$ cat config.mk
export PLATFORM = sky130hd
export DESIGN_NAME = spi_page_writer
export DESIGN_NICKNAME = d
export VERILOG_FILES = /design/src/rtl/spw_pkg.sv /design/src/rtl/spw_chunk_plan.sv /design/src/rtl/spw_poll_timer.sv /design/src/rtl/spw_tx_select.sv /design/src/rtl/spi_page_writer.sv
export SDC_FILE = /design/constraint.sdc
export NUM_CORES = 1
export LEC_CHECK = 0
export BUFFER_PORTS_ARGS = -buffer_cell sky130_fd_sc_hd__clkbuf_2
export CAP_MARGIN = 20
export CORE_MARGIN = 4
export CORE_UTILIZATION = 25
export CTS_CLUSTER_DIAMETER = 50
export DETAILED_ROUTE_END_ITERATION = 8
export GPL_TIMING_DRIVEN = 0
export HOLD_SLACK_MARGIN = 0.15
export MAX_ROUTING_LAYER = met4
export PLACE_DENSITY = 0.48
export REMOVE_ABC_BUFFERS = 1
export SLEW_MARGIN = 5
export SYNTH_ARGS = -nofsm -noshare
export SYNTH_HDL_FRONTEND = slang
export SYNTH_SLANG_ARGS = --single-unit
$ cat constraint.sdc
create_clock -name clk -period 4.82 [get_ports clk]
set_input_delay 0.964 -clock clk [delete_from_list [all_inputs] [get_ports clk]]
set_output_delay 0.964 -clock clk [all_outputs]
set_load 0.01 [all_outputs]
$ cat src/rtl/spw_pkg.sv
package spw_pkg;
  typedef enum logic [2:0] {
    ST_IDLE, ST_PLAN, ST_ISSUE, ST_WAIT, ST_GAP, ST_DONE, ST_FAIL
  } spw_state_e;

  typedef enum logic [1:0] {
    PH_WREN, PH_CHECK, PH_PROG, PH_POLL
  } spw_phase_e;

  localparam logic [7:0] OP_WREN = 8'h06;
  localparam logic [7:0] OP_RDSR = 8'h05;
  localparam logic [7:0] OP_PP3  = 8'h02;
  localparam logic [7:0] OP_PP4  = 8'h12;
  localparam int         WIP_BIT = 0;
  localparam int         WEL_BIT = 1;
endpackage

$ cat src/rtl/spw_chunk_plan.sv
module spw_chunk_plan #(
  parameter int ADDR_W     = 24,
  parameter int LEN_W      = 16,
  parameter int PAGE_BYTES = 256,
  localparam int PAGE_W    = $clog2(PAGE_BYTES),
  localparam int CHUNK_W   = PAGE_W + 1
) (
  input  logic [ADDR_W-1:0]  cur_addr,
  input  logic [LEN_W-1:0]   remaining,
  output logic [CHUNK_W-1:0] chunk_len
);
  logic [CHUNK_W-1:0] room;

  // bytes left before the next page boundary
  always_comb begin
    room = CHUNK_W'(PAGE_BYTES) - {1'b0, cur_addr[PAGE_W-1:0]};
    if (remaining < LEN_W'(room)) chunk_len = CHUNK_W'(remaining);
    else                          chunk_len = room;
  end
endmodule

$ cat src/rtl/spw_poll_timer.sv
module spw_poll_timer #(
  parameter int TIMEOUT_CYC = 100000,
  localparam int CNT_W      = $clog2(TIMEOUT_CYC + 1)
) (
  input  logic clk,
  input  logic rst,
  input  logic clear,
  input  logic run,
  output logic expired
);
  logic [CNT_W-1:0] cnt;

  assign expired = (cnt >= CNT_W'(TIMEOUT_CYC));

  always_ff @(posedge clk) begin
    if (rst || clear) cnt <= '0;
    else if (run && !expired) cnt <= cnt + 1'b1;
  end
endmodule

$ cat src/rtl/spw_tx_select.sv
module spw_tx_select
  import spw_pkg::*;
#(
  parameter int ADDR_BYTES = 3,
  parameter int IDX_W      = 9,
  localparam int ADDR_W    = 8 * ADDR_BYTES,
  localparam int HDR       = 1 + ADDR_BYTES
) (
  input  spw_phase_e        phase,
  input  logic [IDX_W-1:0]  idx,
  input  logic [ADDR_W-1:0] addr,
  input  logic [7:0]        data,
  output logic [7:0]        tx_byte
);
  logic [7:0] prog_op;

  generate
    if (ADDR_BYTES == 4) begin : g_wide
      assign prog_op = OP_PP4;
    end else begin : g_narrow
      assign prog_op = OP_PP3;
    end
  endgenerate

  always_comb begin
    tx_byte = 8'h00;
    case (phase)
      PH_WREN:           tx_byte = OP_WREN;
      PH_CHECK, PH_POLL: tx_byte = (idx == '0) ? OP_RDSR : 8'h00;
      default: begin
        if (idx == '0) tx_byte = prog_op;
        else if (idx >= IDX_W'(HDR)) tx_byte = data;
        else begin
          for (int k = 0; k < ADDR_BYTES; k++) begin
            if (idx == IDX_W'(k + 1)) tx_byte = addr[8*(ADDR_BYTES-1-k) +: 8];
          end
        end
      end
    endcase
  end
endmodule

$ cat src/rtl/spi_page_writer.sv
module spi_page_writer
  import spw_pkg::*;
#(
  parameter int ADDR_BYTES  = 3,
  parameter int LEN_W       = 16,
  parameter int PAGE_BYTES  = 256,
  parameter int TIMEOUT_CYC = 100000,
  localparam int ADDR_W     = 8 * ADDR_BYTES
) (
  input  logic              clk,
  input  logic              rst,
  input  logic              start,
  input  logic [ADDR_W-1:0] start_addr,
  input  logic [LEN_W-1:0]  start_len,
  input  logic [7:0]        in_data,
  input  logic              in_valid,
  output logic              in_ready,
  output logic              busy,
  output logic              done,
  output logic              error,
  output logic              flash_cs_n,
  output logic              sh_start,
  output logic [7:0]        sh_tx,
  input  logic              sh_done,
  input  logic [7:0]        sh_rx
);
  localparam int PAGE_W  = $clog2(PAGE_BYTES);
  localparam int CHUNK_W = PAGE_W + 1;
  localparam int HDR     = 1 + ADDR_BYTES;
  localparam int IDX_W   = $clog2(HDR + PAGE_BYTES + 1);

  spw_state_e         state;
  spw_phase_e         phase;
  logic [IDX_W-1:0]   idx, last_idx;
  logic [ADDR_W-1:0]  cur_addr;
  logic [LEN_W-1:0]   remaining;
  logic [CHUNK_W-1:0] chunk_q, chunk_next;
  logic [7:0]         stat_q, tx_byte;
  logic               data_slot, tmo_clear, tmo_run, tmo_expired;

  spw_chunk_plan #(
    .ADDR_W(ADDR_W), .LEN_W(LEN_W), .PAGE_BYTES(PAGE_BYTES)
  ) u_plan (
    .cur_addr(cur_addr), .remaining(remaining), .chunk_len(chunk_next)
  );

  assign tmo_clear = (state == ST_GAP) && (phase == PH_PROG);
  assign tmo_run   = busy && (phase == PH_POLL);

  spw_poll_timer #(.TIMEOUT_CYC(TIMEOUT_CYC)) u_timer (
    .clk(clk), .rst(rst), .clear(tmo_clear), .run(tmo_run), .expired(tmo_expired)
  );

  spw_tx_select #(.ADDR_BYTES(ADDR_BYTES), .IDX_W(IDX_W)) u_txsel (
    .phase(phase), .idx(idx), .addr(cur_addr), .data(in_data), .tx_byte(tx_byte)
  );

  assign data_slot = (phase == PH_PROG) && (idx >= IDX_W'(HDR));
  assign in_ready  = (state == ST_ISSUE) && data_slot;

  always_ff @(posedge clk) begin
    if (rst) begin
      state      <= ST_IDLE;
      phase      <= PH_WREN;
      idx        <= '0;
      last_idx   <= '0;
      cur_addr   <= '0;
      remaining  <= '0;
      chunk_q    <= '0;
      stat_q     <= '0;
      flash_cs_n <= 1'b1;
      sh_start   <= 1'b0;
      sh_tx      <= '0;
      busy       <= 1'b0;
      done       <= 1'b0;
      error      <= 1'b0;
    end else begin
      sh_start <= 1'b0;
      done     <= 1'b0;
      error    <= 1'b0;
      case (state)
        ST_IDLE: begin
          if (start) begin
            if (start_len == '0) begin
              done <= 1'b1;
            end else begin
              busy      <= 1'b1;
              cur_addr  <= start_addr;
              remaining <= start_len;
              state     <= ST_PLAN;
            end
          end
        end
        ST_PLAN: begin
          chunk_q    <= chunk_next;
          phase      <= PH_WREN;
          idx        <= '0;
          last_idx   <= '0;
          flash_cs_n <= 1'b0;
          state      <= ST_ISSUE;
        end
        ST_ISSUE: begin
          if (!data_slot || in_valid) begin
            sh_start <= 1'b1;
            sh_tx    <= tx_byte;
            state    <= ST_WAIT;
          end
        end
        ST_WAIT: begin
          if (sh_done) begin
            if (idx == last_idx) begin
              stat_q     <= sh_rx;
              flash_cs_n <= 1'b1;
              state      <= ST_GAP;
            end else begin
              idx   <= idx + 1'b1;
              state <= ST_ISSUE;
            end
          end
        end
        ST_GAP: begin
          idx <= '0;
          case (phase)
            PH_WREN: begin
              phase      <= PH_CHECK;
              last_idx   <= IDX_W'(1);
              flash_cs_n <= 1'b0;
              state      <= ST_ISSUE;
            end
            PH_CHECK: begin
              if (stat_q[WEL_BIT]) begin
                phase      <= PH_PROG;
                last_idx   <= IDX_W'(HDR) + IDX_W'(chunk_q) - 1'b1;
                flash_cs_n <= 1'b0;
                state      <= ST_ISSUE;
              end else begin
                state <= ST_FAIL;
              end
            end
            PH_PROG: begin
              phase      <= PH_POLL;
              last_idx   <= IDX_W'(1);
              flash_cs_n <= 1'b0;
              state      <= ST_ISSUE;
            end
            default: begin
              if (!stat_q[WIP_BIT]) begin
                cur_addr  <= cur_addr + ADDR_W'(chunk_q);
                remaining <= remaining - LEN_W'(chunk_q);
                state     <= (remaining == LEN_W'(chunk_q)) ? ST_DONE : ST_PLAN;
              end else if (tmo_expired) begin
                state <= ST_FAIL;
              end else begin
                last_idx   <= IDX_W'(1);
                flash_cs_n <= 1'b0;
                state      <= ST_ISSUE;
              end
            end
          endcase
        end
        ST_DONE: begin
          done  <= 1'b1;
          busy  <= 1'b0;
          state <= ST_IDLE;
        end
        default: begin
          error      <= 1'b1;
          busy       <= 1'b0;
          flash_cs_n <= 1'b1;
          state      <= ST_IDLE;
        end
      endcase
    end
  end
endmodule

==> flow_summary.toml, run 1 <==
[logic_synthesis]
synth_edf_count = 0
synthDistinctLibCells = 61
synthesis.area_mm2 = 0.006750
synthFlopType = "dfxtp_1"
ys_ff_latch = 104
synth-async-reset-ratio_pct = 0
synthCells = 881
synth_warnings = 0
seq_area_frac_synth_pct = 30.84
synth.avg_cell_area_um2 = 7.662

[power]
peakVddDrop_mv = 0.1525
powerDensity_mw_per_mm2 = 314.9
p_leak_nw = 2.942
totalPowerFinal_mw = 2.446

[die]
core_mm2 = 0.02628
fp.dieH_um = 172.3
fp-row-count = 59
dieArea_mm2 = 0.02969
pin_count = 75
start_util_pct = 25.69
fp.dieW_um = 172.3

[cells_and_area]
antennaDiodeCount = 0
nets = 1022
syn2layout_area_growth_pct = 15.07
final_cell_mix = "nor2_1 (108), dfxtp_1 (104), nand2_1 (85), clkbuf_2 (67), a21oi_1 (62)"
final_layout_size_suffix_gt1_share_pct = 11.69
final_cell_count_no_fill = 1259
fin_util_pct = 29.56
mostFrequentLayoutCell = "nor2_1"
fin_area_mm2 = 0.007767

[sta]
setup_ws_ns = 1.142
tightest_slew_ns = 0.9479
min_period_ns = 3.678
setup_viol = 0
drv_slew = 0
final.period_utilization_pct = 76.30
slew_headroom_pct = 36.26
rsz0062_at_grt = "no"
hold_viol_final = 0
fin_skew_ns = 0.01809
fmax_mhz = 271.9

[grt]
grt_pass1_vias = 6253
globalRouteOverflowTotal = 0
grt_use_met2_pct = 24.25
grt_max_degree = 56
grtUsageTotal_pct = 15.01
grt_pass1_wl_um = 34310
use_met3_pct = 2.332
met1_usage_pct = 19.91
busiest_layer = "met2"
antenna_found_initial = 0

[critical_path]
slowest_stage = "and4_1"
slowest_delay_ns = 0.65
worst_ep_arrival_time_ns = 3.93
crit_chain = "clkbuf_2, nor4_1, nand4_1, and4_1, nor2_4, buf_12, nor3_1, and3_1, o31a_1"
required_ns = 5.07
cp_max_fo = 36
worst-setup-path-type = "in2reg"
crit_buf_inv = 2
critPathTopFamily = "simple AND/OR/NAND/NOR gates"
worstSetupEndpointType = "register"
cp-start-kind = "input port"

[place]
placed_cell_area_mm2 = 0.007446
dp_cells = 1243
gp_congestion = 0.8152
port_buffers = 68
place_ws_ns = 0.6929
hpwl_um = 15790

[clock_network]
clock-sinks = 104
post_cts_buffers = 0
cts_max_level = 3
numCtsBuffers = 9
clock_latency_ns = 0.37
cts_tree = "yes"
cts_root_buf = "clkbuf_16"
clockBufferDepth = 2
clkSlewWorstSetupHoldPaths_ns = 0.08
ctsHoldBuffers = 0
post_cts_resized = 0

[routing]
drc = 0
wl_per_cell_um = 16.95
vias = 6401
drt-total-wl_um = 21340
antenna_left = 0
firstDrtPassIters = 5
drtIter0Drc = 432
avgViaCountPerCell = 5.084

[hold_path]
hp-class = "reg2reg"

[outcome]
status = "finished clean"

[run]
maxCapViolCount = 0
## report_power, final
group	total, mW	internal [mW]	switching (mW)
combinational	0.630	0.268	0.362
clock	0.827	0.458	0.369
sequential	0.989	0.910	0.0794
total	2.45	1.64	0.810
## final timing paths
| check | from | endpoint | slack (ns) | depth (start not counted) |
|---|---|---|---|---|
| max | start_len[0] | cur_addr[17] | 1.14 | 9 |
| min | last_idx[6] | last_idx[6] | 0.47 | 2 |
| max reg2reg | cur_addr[2] | chunk_q[7] | 1.17 | 9 |
| min reg2reg | last_idx[6] | last_idx[6] | 0.47 | 2 |
## through the flow
step,setup TNS [ns],hold slack [ns]
floorplan,0,0.4366
global placement,-38.00,0.4579
detailed placement,0,0.4618
CTS,0,0.4730
global route,0,0.4902
finish,0,0.4736
## kinds of logic after synthesis
logic type      synth area share, %
buf+inv                       5.079
mux                           2.780
compound gates                21.80
flops                         30.84
xor+xnor                      6.747
simple gates                  24.93
fa+ha+maj                     7.822
## routing by layer
| metal | share of wire [%] | wire length, µm |
|---|---|---|
| met1 | 48 | 10320 |
| met2 | 47 | 10040 |
| met3 | 3.3 | 708 |
| met4 | 1.3 | 270 |
| met5 | 0 | 0 |
## cell type report
class | instances | area (µm²)
inverters | 44 | 165.2
well taps | 335 | 419.2
repair buffers | 75 | 446.7
clock buffers | 9 | 225.2
flip-flops and latches | 104 | 2082
clock inverters | 6 | 91.34
fillers | 2911 | 18510
multi-input cells | 686 | 4338
## cells in the mapped netlist (3+ instances only)
library cell	count	area, µm²
a22oi_1	14	105.1
a21oi_1	62	310.3
nor3_1	37	185.2
clkbuf_1	43	161.4
mux2_2	6	67.56
o211ai_1	6	45.04
nand2b_1	5	31.28
o22ai_1	7	43.79
mux2i_1	12	120.1
nand3_1	36	180.2
ha_1	39	488.0
and3_1	8	50.05
nor4_1	15	93.84
a311oi_1	5	43.79
a31oi_1	8	50.05
o21bai_1	3	22.52
dfxtp_1	104	2082
xor2_1	17	148.9
and4_1	3	26.28
buf_1	3	11.26
and2_1	3	18.77
a2111oi_0	3	26.28
a211oi_1	24	180.2
or2_2	3	18.77
o311ai_0	3	26.28
nor2_1	110	412.9
nand3b_1	8	60.06
nor2b_1	5	31.28
o31ai_1	9	67.56
o21ai_0	26	130.1
nand4_1	21	131.4
or3_1	5	31.28
a221oi_1	4	35.03
xnor2_1	35	306.5
a21o_1	11	82.58
nand2_1	86	322.8
inv_1	44	165.2
o21a_1	11	82.58
o211a_1	3	30.03
o31a_1	5	43.79
## state kept, by name, indices dropped and copies added, names as in the netlist
name / cells
cur_addr: 24
u_timer.cnt: 17
remaining: 16
chunk_q: 9
idx: 9
last_idx: 9
sh_tx: 8
state: 3
phase: 2
stat_q: 2
busy: 1
done: 1
error: 1
flash_cs_n: 1
sh_start: 1
## tightest hold or removal path, delay by kind of cell (launching register included)
family          cells  cell delay [ns]
compound gates      1             0.05
flops               1             0.32
simple gates        1             0.06
Note: power is estimated with default switching activity, not from simulation.
==> run 2, diff against run 1 <==
- PLACE_DENSITY: 0.48 -> 0.49
- clock period: 4.82 -> 3.16 ns (I/O delays scaled with it)
==> run 2 against run 1 <==
Sequential power rose by 53%. Clock skew fell by 0.00078 ns. Flip-flop and latch count did not move. Critical path type unchanged. Utilization rose by 0.31 points. Count of clock-buffer cells in the layout rose by 2. Worst setup slack got worse by 1.0 ns. First-iteration DRC count rose by 3.2%. Die area did not move.
==> flow_summary.toml, run 2 (synthesized netlist as in run 1, its figures left out) <==
[clock_network]
clock_latency_ns = 0.37
clkSlewWorstSetupHoldPaths_ns = 0.08
numCtsBuffers = 9
clockBufferDepth = 2
cts_tree = "yes"
cts_root_buf = "clkbuf_16"
cts_max_level = 3
clock-sinks = 104

[sta]
fmax_mhz = 327.8
slew_headroom_pct = 32.23
final.period_utilization_pct = 96.54
whs_ns = 0.4677
rsz0062_at_grt = "no"
hold_viol_final = 0
fin_skew_ns = 0.01730
setup_viol = 0
drv_slew = 0
min_period_ns = 3.051
tightest_slew_ns = 1.008
fin_tns_setup_ns = 0

[outcome]
status = "finished clean"

[grt]
antenna_found_initial = 0
grtUsageTotal_pct = 14.90
grt_pass1_vias = 6157
globalRouteOverflowTotal = 0
grt_max_degree = 49
grt_pass1_wl_um = 33910

[hold_path]
holdPathEnd = "last_idx[8]"
hp-class = "reg2reg"
hold_depth = 2
hp-start = "last_idx[8]"

[critical_path]
cp-start-kind = "input port"
r2r_slack_ns = 0.16
worst-setup-path-type = "in2reg"
required_ns = 3.46
worst-r2r-cell-count = 11
worstSetupEndpointType = "register"
cp_max_fo = 23
r2r-end = "cur_addr[14]"
reg2reg_from = "cur_addr[0]"
worst_ep_arrival_time_ns = 3.35

[power]
peakVddDrop_mv = 0.3068
powerDensity_mw_per_mm2 = 474.6
p_leak_nw = 2.955

[cells_and_area]
syn2layout_area_growth_pct = 16.29
nets = 1026
final_cell_mix = "nor2_1 (106), dfxtp_1 (100), nand2_1 (85), clkbuf_2 (67), a21oi_1 (61)"
final_layout_size_suffix_gt1_share_pct = 13.56
mostFrequentLayoutCell = "nor2_1"
antennaDiodeCount = 0
largest_registers = "cur_addr (24), u_timer.cnt (17), remaining (16)"
fin_area_mm2 = 0.007850
largest_reg_flops = 24
regMostFlops = "cur_addr"

[die]
fp.dieH_um = 172.3
dieArea_mm2 = 0.02969
fp-row-count = 59
start_util_pct = 25.69
pin_count = 75
fp.dieW_um = 172.3
core_mm2 = 0.02628

[routing]
firstDrtPassIters = 5
drtIter0Drc = 446
vias = 6350
antenna_left = 0
avgViaCountPerCell = 5.024
wl_per_cell_um = 16.86
drt-total-wl_um = 21310
drc = 0

[run]
maxCapViolCount = 0

[place]
hpwl_um = 15760
gp_congestion = 0.8320
placed_cell_area_mm2 = 0.007456
port_buffers = 68
-- run 2: repair_timing --
action,4_1_cts,5_1_grt
hold buffers,0,0
pin swaps,2,0
setup endpoints to repair,34,16
cloned,1,0
setup buffers,3,0
gates resized for setup,10,8
-- run 2: report_power, final --
group / switching, mW / total [mW] / internal, mW
Sequential: 0.126 / 1.51 / 1.39
Clock: 0.565 / 1.21 / 0.644
Combinational: 0.563 / 1.00 / 0.439
-- run 2: area by class of cell --
type                    count  area [µm²]
repair buffers             78       478.0
fillers                  2874       18430
inverters                  44       165.2
clock buffers              11       242.7
multi-input cells         687        4392
well taps                 335       419.2
flip-flops and latches    104        2090
clock inverters             5       63.81
-- run 2: critical path: stages --
cell	delay, ns
clkbuf_2	0.10
nor4_1	0.46
nand4_1	0.44
and4_2	0.59
nor2_4	0.44
buf_16	0.22
a21oi_1	0.05
or2b_1	0.25
a21oi_1	0.13
-- run 2: how the worst max path moves through the flow --
| stage | startpoint | end | slack [ns] | depth (start not counted) |
|---|---|---|---|---|
| 4_1_cts | cur_addr[1] | chunk_q[4] | 0.002 | 11 |
| 3_5_place_dp | start_len[0] | remaining[9] | -0.68 | 9 |
| 2_1_floorplan | state[1] | cur_addr[17] | -0.84 | 7 |
| 6_report | start_len[0] | remaining[9] | 0.11 | 9 |
| 5_1_grt | cur_addr[2] | chunk_q[3] | 0.003 | 10 |
| 3_3_place_gp | state[1] | cur_addr[6] | -3.04 | 7 |
-- run 2: metal layers --
metal	GRT usage (%)	up-vias	share of wire (%)
met5	-	-	0
met4	2.871	0	1.1
met3	2.172	15	2.8
met2	23.89	90	46
met1	20.19	2989	50
li1	-	3256	-
-- run 2: per-stage QoR --
| stage | std cells | util [%] | setup WS, ns | power (mW) |
|---|---|---|---|---|
| finish | 1264 | 29.87 | 0.1094 | 3.725 |
| global route | 1264 | 29.87 | 0.002556 | 3.951 |
| CTS | 1264 | 29.73 | 0.002395 | 3.747 |
| detailed placement | 1244 | 28.37 | -0.6816 | 2.502 |
| global placement | 1237 | 27.90 | -3.035 | 2.490 |
| floorplan | 834 | - | -0.8417 | 2.189 |
==> run 3, diff against run 2 <==
==> constraint.sdc (replaced) <==
create_clock -name clk -period 3.16 [get_ports clk]
set_input_delay 0.474 -clock clk [delete_from_list [all_inputs] [get_ports clk]]
set_output_delay 0.474 -clock clk [all_outputs]
set_load 0.01 [all_outputs]
==> run 3 against run 2 <==
Cell count stayed put. Sequential share of layout area about the same. Critical path depth increased by 2. Sequential power is essentially flat. Worst hold slack worse by 0.10 ns. Flip-flop and latch count did not move. Die area unchanged. Cell area about the same. Register-to-register slack about the same. Clock power barely moved. Critical path type is now reg2reg.
==> flow_summary.toml, run 3 (synthesized netlist as in run 1, its figures left out) <==
[die]
fp-row-count = 59
core_mm2 = 0.02628
dieArea_mm2 = 0.02969
fp.dieW_um = 172.3
pin_count = 75
fp.dieH_um = 172.3
start_util_pct = 25.69

[power]
power.share.switching_pct = 33.62
p_seq_share_pct = 40.7
p_comb_share_pct = 26.9
peakVddDrop_mv = 0.3029
intPower_mw = 2.473
p_leak_nw = 2.956
p_switching_mw = 1.252
clkPwrFrac_pct = 32.4
powerDensity_mw_per_mm2 = 474.2

[critical_path]
worst_ep_arrival_time_ns = 3.28
worst-setup-path-type = "reg2reg"
required_ns = 3.44
r2r_slack_ns = 0.16
r2r-end = "chunk_q[4]"
cp_max_fo = 8
cp-start-kind = "register"
worstSetupEndpointType = "register"
critical_path.startpoint = "cur_addr[0]"
worst-r2r-cell-count = 11
reg2reg_from = "cur_addr[0]"

[clock_network]
clock_latency_ns = 0.37
clock-sinks = 104
cts_tree = "yes"
clkSlewWorstSetupHoldPaths_ns = 0.09
clockBufferDepth = 2
cts_root_buf = "clkbuf_16"
cts_max_level = 3
numCtsBuffers = 9

[routing]
firstDrtPassIters = 5
drtIter0Drc = 428
antenna_left = 0
avgViaCountPerCell = 5.014
vias = 6338
drc = 0
drt-total-wl_um = 21330
wl_per_cell_um = 16.87

[grt]
grtUsageTotal_pct = 14.90
grt_max_degree = 49
grt_pass1_wl_um = 33910
grt_pass1_vias = 6157
globalRouteOverflowTotal = 0
antenna_found_initial = 0

[cells_and_area]
final_cell_mix = "nor2_1 (106), dfxtp_1 (100), nand2_1 (85), clkbuf_2 (67), a21oi_1 (61)"
fin_area_mm2 = 0.007855
largest_registers = "cur_addr (24), u_timer.cnt (17), remaining (16)"
fin_util_pct = 29.89
final_layout_size_suffix_gt1_share_pct = 13.67
syn2layout_area_growth_pct = 16.37
regMostFlops = "cur_addr"
antennaDiodeCount = 0
mostFrequentLayoutCell = "nor2_1"
largest_reg_flops = 24
nets = 1026

[hold_path]
hp-class = "in2reg"
hp-start = "start_len[1]"
holdPathEnd = "remaining[1]"
hold_depth = 3

[place]
placed_cell_area_mm2 = 0.007456
hpwl_um = 15760
port_buffers = 68
gp_congestion = 0.8320

[sta]
fin_skew_ns = 0.01785
final.period_utilization_pct = 94.89
hold_viol_final = 0
rsz0062_at_grt = "no"
drv_slew = 0
fmax_mhz = 333.5
setup_viol = 0
tightest_slew_ns = 1.006
slew_headroom_pct = 32.39
min_period_ns = 2.999

[run]
maxCapViolCount = 0

[outcome]
status = "finished clean"
[run 3: layout make-up]
class | count | area (µm²)
fill | 2873 | 18430
multi-input combinational | 687 | 4397
clock inverter | 5 | 63.81
tap | 335 | 419.2
clock buffer | 11 | 242.7
sequential | 104 | 2090
inverter | 44 | 165.2
timing repair buffer | 78 | 478.0
[run 3: how the worst max path moves through the flow]
stage,to,slack (ns),cells past startpoint
finish,chunk_q[4],0.16,11
global route,cur_addr[20],0.006,11
CTS,chunk_q[4],0.002,11
detailed placement,remaining[9],-0.52,9
global placement,cur_addr[6],-3.04,7
floorplan,cur_addr[17],-0.84,7
[run 3: per-stage QoR]
stage               setup TNS, ns  total power, mW  setup WS (ns)  instances  hold WS [ns]
finish                          0            3.725         0.1614       1264        0.3634
global route                    0            3.953       0.006368       1264        0.3849
CTS                             0            3.747       0.002395       1264        0.3568
detailed placement         -14.70            2.502        -0.5236       1244        0.4589
global placement          -139.11            2.490         -3.035       1237        0.4537
floorplan                  -20.27            2.189        -0.8417        834        0.4366
[run 3: what timing repair did]
action,in CTS,in global routing
setup endpoints to repair,24,17
gates cloned,1,0
buffers inserted,3,0
pin swaps,2,0
hold buffers,0,0
gates resized for setup,9,10
[run 3: routing by layer]
layer | share of wire (%) | track usage [%] | up-vias
li1 | - | - | 3260
met1 | 50 | 20.19 | 2978
met2 | 47 | 23.89 | 86
met3 | 2.6 | 2.172 | 14
met4 | 0.97 | 2.871 | 0
met5 | 0 | - | -
[run 3: worst max-delay path, cell delays in order (launching register included)]
cell       delay (ns)
dfxtp_1          0.40
inv_2            0.12
ha_2             0.22
nand2_1          0.09
or3_4            0.36
ha_4             0.23
and4_1           0.21
a211o_1          0.33
a2111oi_4        0.21
buf_6            0.18
mux2_2           0.35
a211oi_1         0.21
[run 3: power groups by stage]
stage	Sequential (mW)	Combinational [mW]	Clock (mW)
6_report	1.52	1.00	1.21
4_1_cts	1.51	0.996	1.24
5_1_grt	1.53	1.13	1.29
3_5_place_dp	1.54	0.962	0
2_1_floorplan	1.50	0.691	0
3_3_place_gp	1.54	0.950	0
